[src/rtl/vpw_tx_pkg.sv]
package vpw_tx_pkg;

  typedef enum logic [2:0] {
    ST_IDLE,
    ST_SOF,
    ST_BITS,
    ST_EOF,
    ST_IFS
  } vpw_state_e;

  localparam logic [7:0] CRC_POLY   = 8'h1D;
  localparam logic [7:0] CRC_PRESET = 8'hFF;

endpackage

[src/rtl/vpw_sym_timer.sv]
module vpw_sym_timer #(
  parameter int CLK_PER_US = 50,
  parameter int US_W       = 10
) (
  input  logic            clk,
  input  logic            rst,
  input  logic            run,
  input  logic [US_W-1:0] dur_us,
  output logic            expire
);
  localparam int PRE_W = (CLK_PER_US > 1) ? $clog2(CLK_PER_US) : 1;

  logic [PRE_W-1:0] pre_q;
  logic [US_W-1:0]  us_q;
  logic             tick;

  assign tick   = (pre_q == PRE_W'(CLK_PER_US - 1));
  assign expire = run && tick && (us_q == dur_us - 1'b1);

  always_ff @(posedge clk) begin
    if (rst || !run) begin
      pre_q <= '0;
      us_q  <= '0;
    end else if (tick) begin
      pre_q <= '0;
      us_q  <= expire ? '0 : us_q + 1'b1;
    end else begin
      pre_q <= pre_q + 1'b1;
    end
  end

  // the microsecond count never passes the requested symbol length
  p_us_in_window_r4: assert property (@(posedge clk) disable iff (rst)
    run |-> (us_q < dur_us));

endmodule

[src/rtl/vpw_crc8.sv]
module vpw_crc8
  import vpw_tx_pkg::*;
(
  input  logic       clk,
  input  logic       rst,
  input  logic       clear,
  input  logic       shift_en,
  input  logic       bit_i,
  output logic [7:0] crc_next
);
  logic [7:0] crc_q;

  assign crc_next = {crc_q[6:0], 1'b0} ^ ((crc_q[7] ^ bit_i) ? CRC_POLY : 8'h00);

  always_ff @(posedge clk) begin
    if (rst || clear) crc_q <= CRC_PRESET;
    else if (shift_en) crc_q <= crc_next;
  end

  // the register only moves while data bits are being shifted
  p_crc_hold_r5: assert property (@(posedge clk) disable iff (rst)
    (!$past(shift_en) && !$past(clear)) |-> $stable(crc_q));

endmodule

[src/rtl/vpw_msg_buf.sv]
module vpw_msg_buf #(
  parameter int DEPTH = 11,
  parameter int AW    = 4,
  parameter int RW    = 4
) (
  input  logic          clk,
  input  logic          we,
  input  logic [AW-1:0] waddr,
  input  logic [7:0]    wdata,
  input  logic [RW-1:0] raddr,
  output logic [7:0]    rdata
);
  logic [7:0] mem [DEPTH];

  always_ff @(posedge clk) begin
    if (we && (32'(waddr) < DEPTH)) mem[waddr] <= wdata;
    if (32'(raddr) < DEPTH) rdata <= mem[raddr[AW-1:0]];
  end

endmodule

[src/rtl/vpw_frame_tx.sv]
module vpw_frame_tx
  import vpw_tx_pkg::*;
#(
  parameter int CLK_PER_US      = 50,
  parameter int MAX_FRAME_BYTES = 12,
  parameter int SOF_US          = 200,
  parameter int SHORT_US        = 64,
  parameter int LONG_US         = 128,
  parameter int EOF_US          = 280,
  parameter int IFS_US          = 300
) (
  input  logic                                   clk,
  input  logic                                   rst,
  input  logic                                   ld_we,
  input  logic [$clog2(MAX_FRAME_BYTES-1)-1:0]   ld_addr,
  input  logic [7:0]                             ld_data,
  input  logic                                   start,
  input  logic [$clog2(MAX_FRAME_BYTES+1)-1:0]   start_len,
  input  logic                                   fast_mode,
  output logic                                   busy,
  output logic                                   done,
  output logic                                   rejected,
  output logic                                   tx
);
  localparam int DATA_MAX = MAX_FRAME_BYTES - 1;
  localparam int AW       = $clog2(DATA_MAX);
  localparam int LEN_W    = $clog2(MAX_FRAME_BYTES + 1);
  localparam int US_W     = $clog2(SOF_US + LONG_US + EOF_US + IFS_US + 1);

  vpw_state_e       st_q;
  logic             tx_q, busy_q, done_q, rej_q;
  logic             lvl_q, crc_ph_q, fast_q;
  logic [7:0]       sh_q;
  logic [2:0]       bit_q;
  logic [LEN_W-1:0] byte_idx_q, len_q;
  logic [7:0]       rd_byte, crc_nx;
  logic [US_W-1:0]  raw_us, dur_us;
  logic             sym_end, len_ok, accept, run;

  assign len_ok = (start_len != '0) && (start_len <= LEN_W'(DATA_MAX));
  assign accept = (st_q == ST_IDLE) && start && len_ok;
  assign run    = (st_q != ST_IDLE);

  always_comb begin
    unique case (st_q)
      ST_SOF:  raw_us = US_W'(SOF_US);
      ST_BITS: raw_us = (sh_q[7] == lvl_q) ? US_W'(SHORT_US) : US_W'(LONG_US);
      ST_EOF:  raw_us = US_W'(EOF_US);
      ST_IFS:  raw_us = US_W'(IFS_US);
      default: raw_us = US_W'(SOF_US);
    endcase
    dur_us = fast_q ? (raw_us >> 2) : raw_us;
  end

  vpw_sym_timer #(.CLK_PER_US(CLK_PER_US), .US_W(US_W)) timer_i (
    .clk(clk), .rst(rst), .run(run), .dur_us(dur_us), .expire(sym_end)
  );

  vpw_crc8 crc_i (
    .clk(clk), .rst(rst),
    .clear(st_q == ST_IDLE),
    .shift_en((st_q == ST_BITS) && sym_end && !crc_ph_q),
    .bit_i(sh_q[7]),
    .crc_next(crc_nx)
  );

  vpw_msg_buf #(.DEPTH(DATA_MAX), .AW(AW), .RW(LEN_W)) buf_i (
    .clk(clk), .we(ld_we), .waddr(ld_addr), .wdata(ld_data),
    .raddr(byte_idx_q), .rdata(rd_byte)
  );

  always_ff @(posedge clk) begin
    if (rst) begin
      st_q       <= ST_IDLE;
      tx_q       <= 1'b0;
      busy_q     <= 1'b0;
      done_q     <= 1'b0;
      rej_q      <= 1'b0;
      lvl_q      <= 1'b0;
      crc_ph_q   <= 1'b0;
      fast_q     <= 1'b0;
      sh_q       <= '0;
      bit_q      <= '0;
      byte_idx_q <= '0;
      len_q      <= '0;
    end else begin
      done_q <= 1'b0;
      rej_q  <= 1'b0;
      unique case (st_q)
        ST_IDLE: begin
          if (start) begin
            if (len_ok) begin
              st_q       <= ST_SOF;
              busy_q     <= 1'b1;
              tx_q       <= 1'b1;
              fast_q     <= fast_mode;
              len_q      <= start_len;
              byte_idx_q <= '0;
              crc_ph_q   <= 1'b0;
            end else begin
              rej_q <= 1'b1;
            end
          end
        end
        ST_SOF: begin
          if (sym_end) begin
            st_q       <= ST_BITS;
            tx_q       <= 1'b0;
            lvl_q      <= 1'b0;
            sh_q       <= rd_byte;
            bit_q      <= '0;
            byte_idx_q <= byte_idx_q + 1'b1;
          end
        end
        ST_BITS: begin
          if (sym_end) begin
            lvl_q <= ~lvl_q;
            tx_q  <= ~lvl_q;
            bit_q <= bit_q + 1'b1;
            if (bit_q == 3'd7) begin
              if (!crc_ph_q && (byte_idx_q < len_q)) begin
                sh_q       <= rd_byte;
                byte_idx_q <= byte_idx_q + 1'b1;
              end else if (!crc_ph_q) begin
                sh_q     <= ~crc_nx;
                crc_ph_q <= 1'b1;
              end else begin
                st_q <= ST_EOF;
                tx_q <= 1'b0;
              end
            end else begin
              sh_q <= {sh_q[6:0], 1'b0};
            end
          end
        end
        ST_EOF: begin
          if (sym_end) begin
            st_q   <= ST_IFS;
            busy_q <= 1'b0;
            done_q <= 1'b1;
          end
        end
        ST_IFS: begin
          if (sym_end) st_q <= ST_IDLE;
        end
        default: st_q <= ST_IDLE;
      endcase
    end
  end

  assign busy     = busy_q;
  assign done     = done_q;
  assign rejected = rej_q;
  assign tx       = tx_q;

  // the line rests low whenever no frame is active
  p_idle_low_r6: assert property (@(posedge clk) disable iff (rst)
    !busy_q |-> !tx_q);

  // done follows the fall of busy and lasts one cycle
  p_done_after_busy_r6: assert property (@(posedge clk) disable iff (rst)
    done_q |-> (!busy_q && $past(busy_q)));
  p_done_single_r6: assert property (@(posedge clk) disable iff (rst)
    done_q |=> !done_q);

  // a refused request leaves the line and busy untouched
  p_reject_quiet_r3: assert property (@(posedge clk) disable iff (rst)
    rej_q |-> (!busy_q && !tx_q));

  // never more data bytes than were requested, never above the cap
  p_byte_cap_r3: assert property (@(posedge clk) disable iff (rst)
    run |-> ((byte_idx_q <= len_q) && (len_q <= LEN_W'(DATA_MAX))));

  // the line only changes at an accepted start or a symbol boundary
  p_tx_edges_r4: assert property (@(posedge clk) disable iff (rst)
    !$stable(tx_q) |-> ($past(sym_end) || $past(accept)));

  // the speed choice is frozen for the whole frame
  p_fast_frozen_r7: assert property (@(posedge clk) disable iff (rst)
    (busy_q && $past(busy_q)) |-> $stable(fast_q));

  // separation time never raises busy or a refusal
  p_ifs_quiet_r8: assert property (@(posedge clk) disable iff (rst)
    (st_q == ST_IFS) |=> (!busy_q && !rej_q));

endmodule

[config.mk]
export PLATFORM = sky130hd
export DESIGN_NAME = vpw_frame_tx
export DESIGN_NICKNAME = d
export VERILOG_FILES = /design/src/rtl/vpw_tx_pkg.sv /design/src/rtl/vpw_sym_timer.sv /design/src/rtl/vpw_crc8.sv /design/src/rtl/vpw_msg_buf.sv /design/src/rtl/vpw_frame_tx.sv
export SDC_FILE = /design/constraint.sdc
export NUM_CORES = 1
export LEC_CHECK = 0
export BUFFER_PORTS_ARGS = -buffer_cell sky130_fd_sc_hd__buf_4
export CELL_PAD_IN_SITES_DETAIL_PLACEMENT = 1
export CELL_PAD_IN_SITES_GLOBAL_PLACEMENT = 1
export CORE_MARGIN = 3
export CORE_UTILIZATION = 51
export CTS_CLUSTER_DIAMETER = 200
export DETAILED_ROUTE_END_ITERATION = 8
export GPL_TIMING_DRIVEN = 1
export PLACE_DENSITY = 0.77
export SLEW_MARGIN = 20
export SYNTH_ARGS = -nofsm -noshare
export SYNTH_HDL_FRONTEND = slang
export SYNTH_SLANG_ARGS = --single-unit
[constraint.sdc]
create_clock -name clk -period 3.45 [get_ports clk]
set_input_delay 0.69 -clock clk [delete_from_list [all_inputs] [get_ports clk]]
set_output_delay 0.69 -clock clk [all_outputs]
set_load 0.03 [all_outputs]
==> impl_metrics.env <==
export IMPL_path_cells="nor3b_1 > nand2_1 > ha_1 > xnor2_1 > nor4_1 > and3_1 > o2111ai_4 > or3_1 > mux2i_1"
export IMPL_status="finished, final reports clean"
export IMPL_syn_num_nets=565
export IMPL_power_frac_clock=0.452
export IMPL_cts_tree="built"
export IMPL_period_share=0.8836
export IMPL_cts_buffer_depth=2
export IMPL_crit_family="simple AND/OR/NAND/NOR gates"
export IMPL_h_tree_depth=4
export IMPL_cp_max_fo=10
export IMPL_grt_pass1_wl_um=25390
export IMPL_synth_common_cells="edfxtp_1 (96), nor2_1 (56), dfxtp_1 (53), mux4_2 (24), mux2i_1 (22)"
export IMPL_drv_slew=0
export IMPL_timing_rr_start="st_q[0]"
export IMPL_regToRegEndpoint="crc_i.crc_q[6]"
export IMPL_die_y_um=122.6
export IMPL_period_minus_slack_ns=3.048
export IMPL_grtUsageTotal=0.2221
export IMPL_hold_class="flop to flop"
export IMPL_cpPeakStageDelay_ns=0.57
export IMPL_grt_overflow_total=0
export IMPL_cts_buffers=17
export IMPL_dp_hpwl_um=10690
export IMPL_end_kind="flop"
export IMPL_ios=25
export IMPL_worst_path_max_delay_cell="or3_1"
export IMPL_cts_clk_slew_worst_paths_ns=0.06
export IMPL_globalplace_congestion=0.8155
export IMPL_die_area_sq_um=15040
export IMPL_synthDistinctLibCells=72
export IMPL_cts_root_buffer="clkbuf_16"
export IMPL_swShare=0.2144
export IMPL_synth_cells=534
export IMPL_cts_resized=0
export IMPL_ys_flop_type="edfxtp_1"
export IMPL_ys_warn_count=0
export IMPL_wl_per_cell_um=20.87
export IMPL_power_w=0.003888
export IMPL_synth_async_reset_ratio=0
export IMPL_yosysTopAreaCell="edfxtp_1"
export IMPL_synth_seq_cells=149
export IMPL_synth_seq_area_share=0.5685
export IMPL_setup_tns_ns=0
export IMPL_initial_utilization=0.5345
export IMPL_crit_end="crc_i.crc_q[6]"
export IMPL_p_switching_w=0.0008335
export IMPL_p_per_area_nw_per_um2=499.3
export IMPL_startpoint="st_q[0]"
export IMPL_yosysTopAreaCellShare=0.4156
export IMPL_critPathKind="flop to flop"
export IMPL_crit_arrival_ns=3.33
export IMPL_skew_ns=0.01195
export IMPL_fill_cells=1270
export IMPL_reg2reg_depth=9
export IMPL_viasPerCell=5.915
export IMPL_max_clock_freq_mhz=328.0
export IMPL_grt_antenna_before_repair=0
export IMPL_synth_area_sq_um=6937
export IMPL_ant_nets=0
export IMPL_nNetsFinal=586
export IMPL_cp_required_ns=3.73
export IMPL_cts_sinks=149
export IMPL_cellInternalPower_w=0.003054
export IMPL_row_count=41
export IMPL_grt_max_degree=39
export IMPL_critPathBufInv=0
export IMPL_synth_enable_flop_cells=96
export IMPL_core_sq_um=12980
export IMPL_startpoint_type="flop"
export IMPL_wl_um=15400
export IMPL_firstDrtPassIters=4
export IMPL_crit_cells=9
export IMPL_worst_pin_slew_ns=0.8416
export IMPL_finalHoldViolations=0
export IMPL_rsz0062_at_grt="false"
export IMPL_drtIter0Drc=238
export IMPL_synthTopCellsByArea="edfxtp_1 (42%), dfxtp_1 (15%), mux4_2 (7.8%)"
export IMPL_drive_gt1_frac=0.1996
export IMPL_p_seq_frac=0.500
export IMPL_die_x_um=122.6
export IMPL_avgSynthCellArea_sq_um=12.99
export IMPL_slew_headroom=0.4369
export IMPL_postLayoutCoreUtil=0.6000
export IMPL_insertion_delay_ns=0.42
export IMPL_vdd_drop_max_mv=0.3466
export IMPL_postCtsSetupBuffers=0
export IMPL_reg2reg_slack_ns=0.40
export IMPL_holdBufCountCts=0
export IMPL_comb_power_share=0.047
export IMPL_dp_cells=708
export IMPL_num_vias=4365
export IMPL_antennaDiodeCount=0
export IMPL_grt_pass1_vias=4754
export IMPL_final_setup_viol_count=0
export IMPL_power_leakage_nw=2.735
export IMPL_synth_most_common_cell="edfxtp_1"
export IMPL_io_buffer_count=24
export IMPL_area_growth_pct=12.27
export IMPL_maxCapViolations=0
export IMPL_post_route_drc_count=0
export IMPL_instances_no_fill=738
-- registers in the layout (all words and copies together) (netlist names), 3 cells and up --
name	flops
timer_i.us_q	10
buf_i.mem	88
byte_idx_q	4
buf_i.rdata	8
st_q	3
timer_i.pre_q	6
bit_q	3
len_q	4
sh_q	8
crc_i.crc_q	8
-- power groups by stage --
stage / clock network (W) / registers [W] / logic [W]
floorplan: 0 / 0.00198 / 0.000115
global placement: 0 / 0.00198 / 0.000173
detailed placement: 0 / 0.00198 / 0.000182
CTS: 0.00179 / 0.00195 / 0.000185
global route: 0.00186 / 0.00195 / 0.000203
finish: 0.00176 / 0.00195 / 0.000184
-- per-layer routing --
metal	routed length [um]	GRT usage	part of all wire	vias to the layer above
met3	367	0.04286	0.024	26
met5	0	0	0	-
met4	300	0.07698	0.019	0
met2	8396	0.4040	0.55	65
li1	-	-	-	2077
met1	6337	0.2626	0.41	2197
-- cell families after synthesis --
group,after synthesis,synth area share
AO/OA/AOI/OAI,91,0.09975
multiplexers,55,0.1259
flip-flops,149,0.5685
AND/OR/NAND/NOR,159,0.1210
XOR/XNOR,26,0.03283
adder cells (fa/ha/maj),10,0.01804
buffers and inverters,44,0.03391
-- layout by cell type (no fill, tap or decap), types with 5 or more instances in the layout --
master	count
edfxtp_1	96
nor2_1	56
dfxtp_1	53
buf_4	36
mux4_2	24
mux2i_1	22
nand2_1	21
clkbuf_16	17
a21oi_1	16
xnor2_1	13
xor2_1	13
nand2b_1	12
nand4_1	11
inv_1	10
ha_1	10
a211o_1	9
mux2_2	8
nor3_1	8
a31oi_1	8
nand3_1	7
and3_1	7
o2bb2ai_1	7
o22ai_1	7
a211oi_1	6
nand3b_1	5
and2_1	5
o21ai_0	5
-- worst min path at each step --
stage | to | from | slack (ns) | depth (start not counted)
detailed placement | bit_q[0] | bit_q[0] | 0.47 | 1
global route | bit_q[0] | bit_q[0] | 0.51 | 1
global placement | timer_i.pre_q[0] | timer_i.pre_q[0] | 0.45 | 1
CTS | bit_q[0] | bit_q[0] | 0.48 | 1
floorplan | timer_i.pre_q[0] | timer_i.pre_q[0] | 0.43 | 1
finish | bit_q[0] | bit_q[0] | 0.48 | 1
-- final cells by class --
type / count / area (sq um) / share of cell area
flip-flops and latches: 149 / 3944 / 0.5064
multi-input cells: 341 / 2758 / 0.3541
clock buffers: 18 / 429.2 / 0.05511
repair buffers: 36 / 270.3 / 0.03470
well taps: 172 / 215.2 / 0.02763
clock inverters: 12 / 133.9 / 0.01719
inverters: 10 / 37.54 / 0.004820
-- through the flow --
step	worst slack (ns)	area, sq um	hold slack, ns
global route	0.08497	7787	0.5137
floorplan	0.8081	6937	0.4334
finish	0.4016	7787	0.4796
CTS	0.4022	7787	0.4822
global placement	0.5716	7224	0.4491
detailed placement	0.4248	7224	0.4740
-- worst reg2reg max path: stages (launching register included) --
cell and delay (ns):
dfxtp_1 0.40, nor3b_1 0.49, nand2_1 0.13, ha_1 0.34
xnor2_1 0.13, nor4_1 0.23, and3_1 0.26, o2111ai_4 0.18
or3_1 0.57, mux2i_1 0.19
Power figures use the tool's default switching activity.
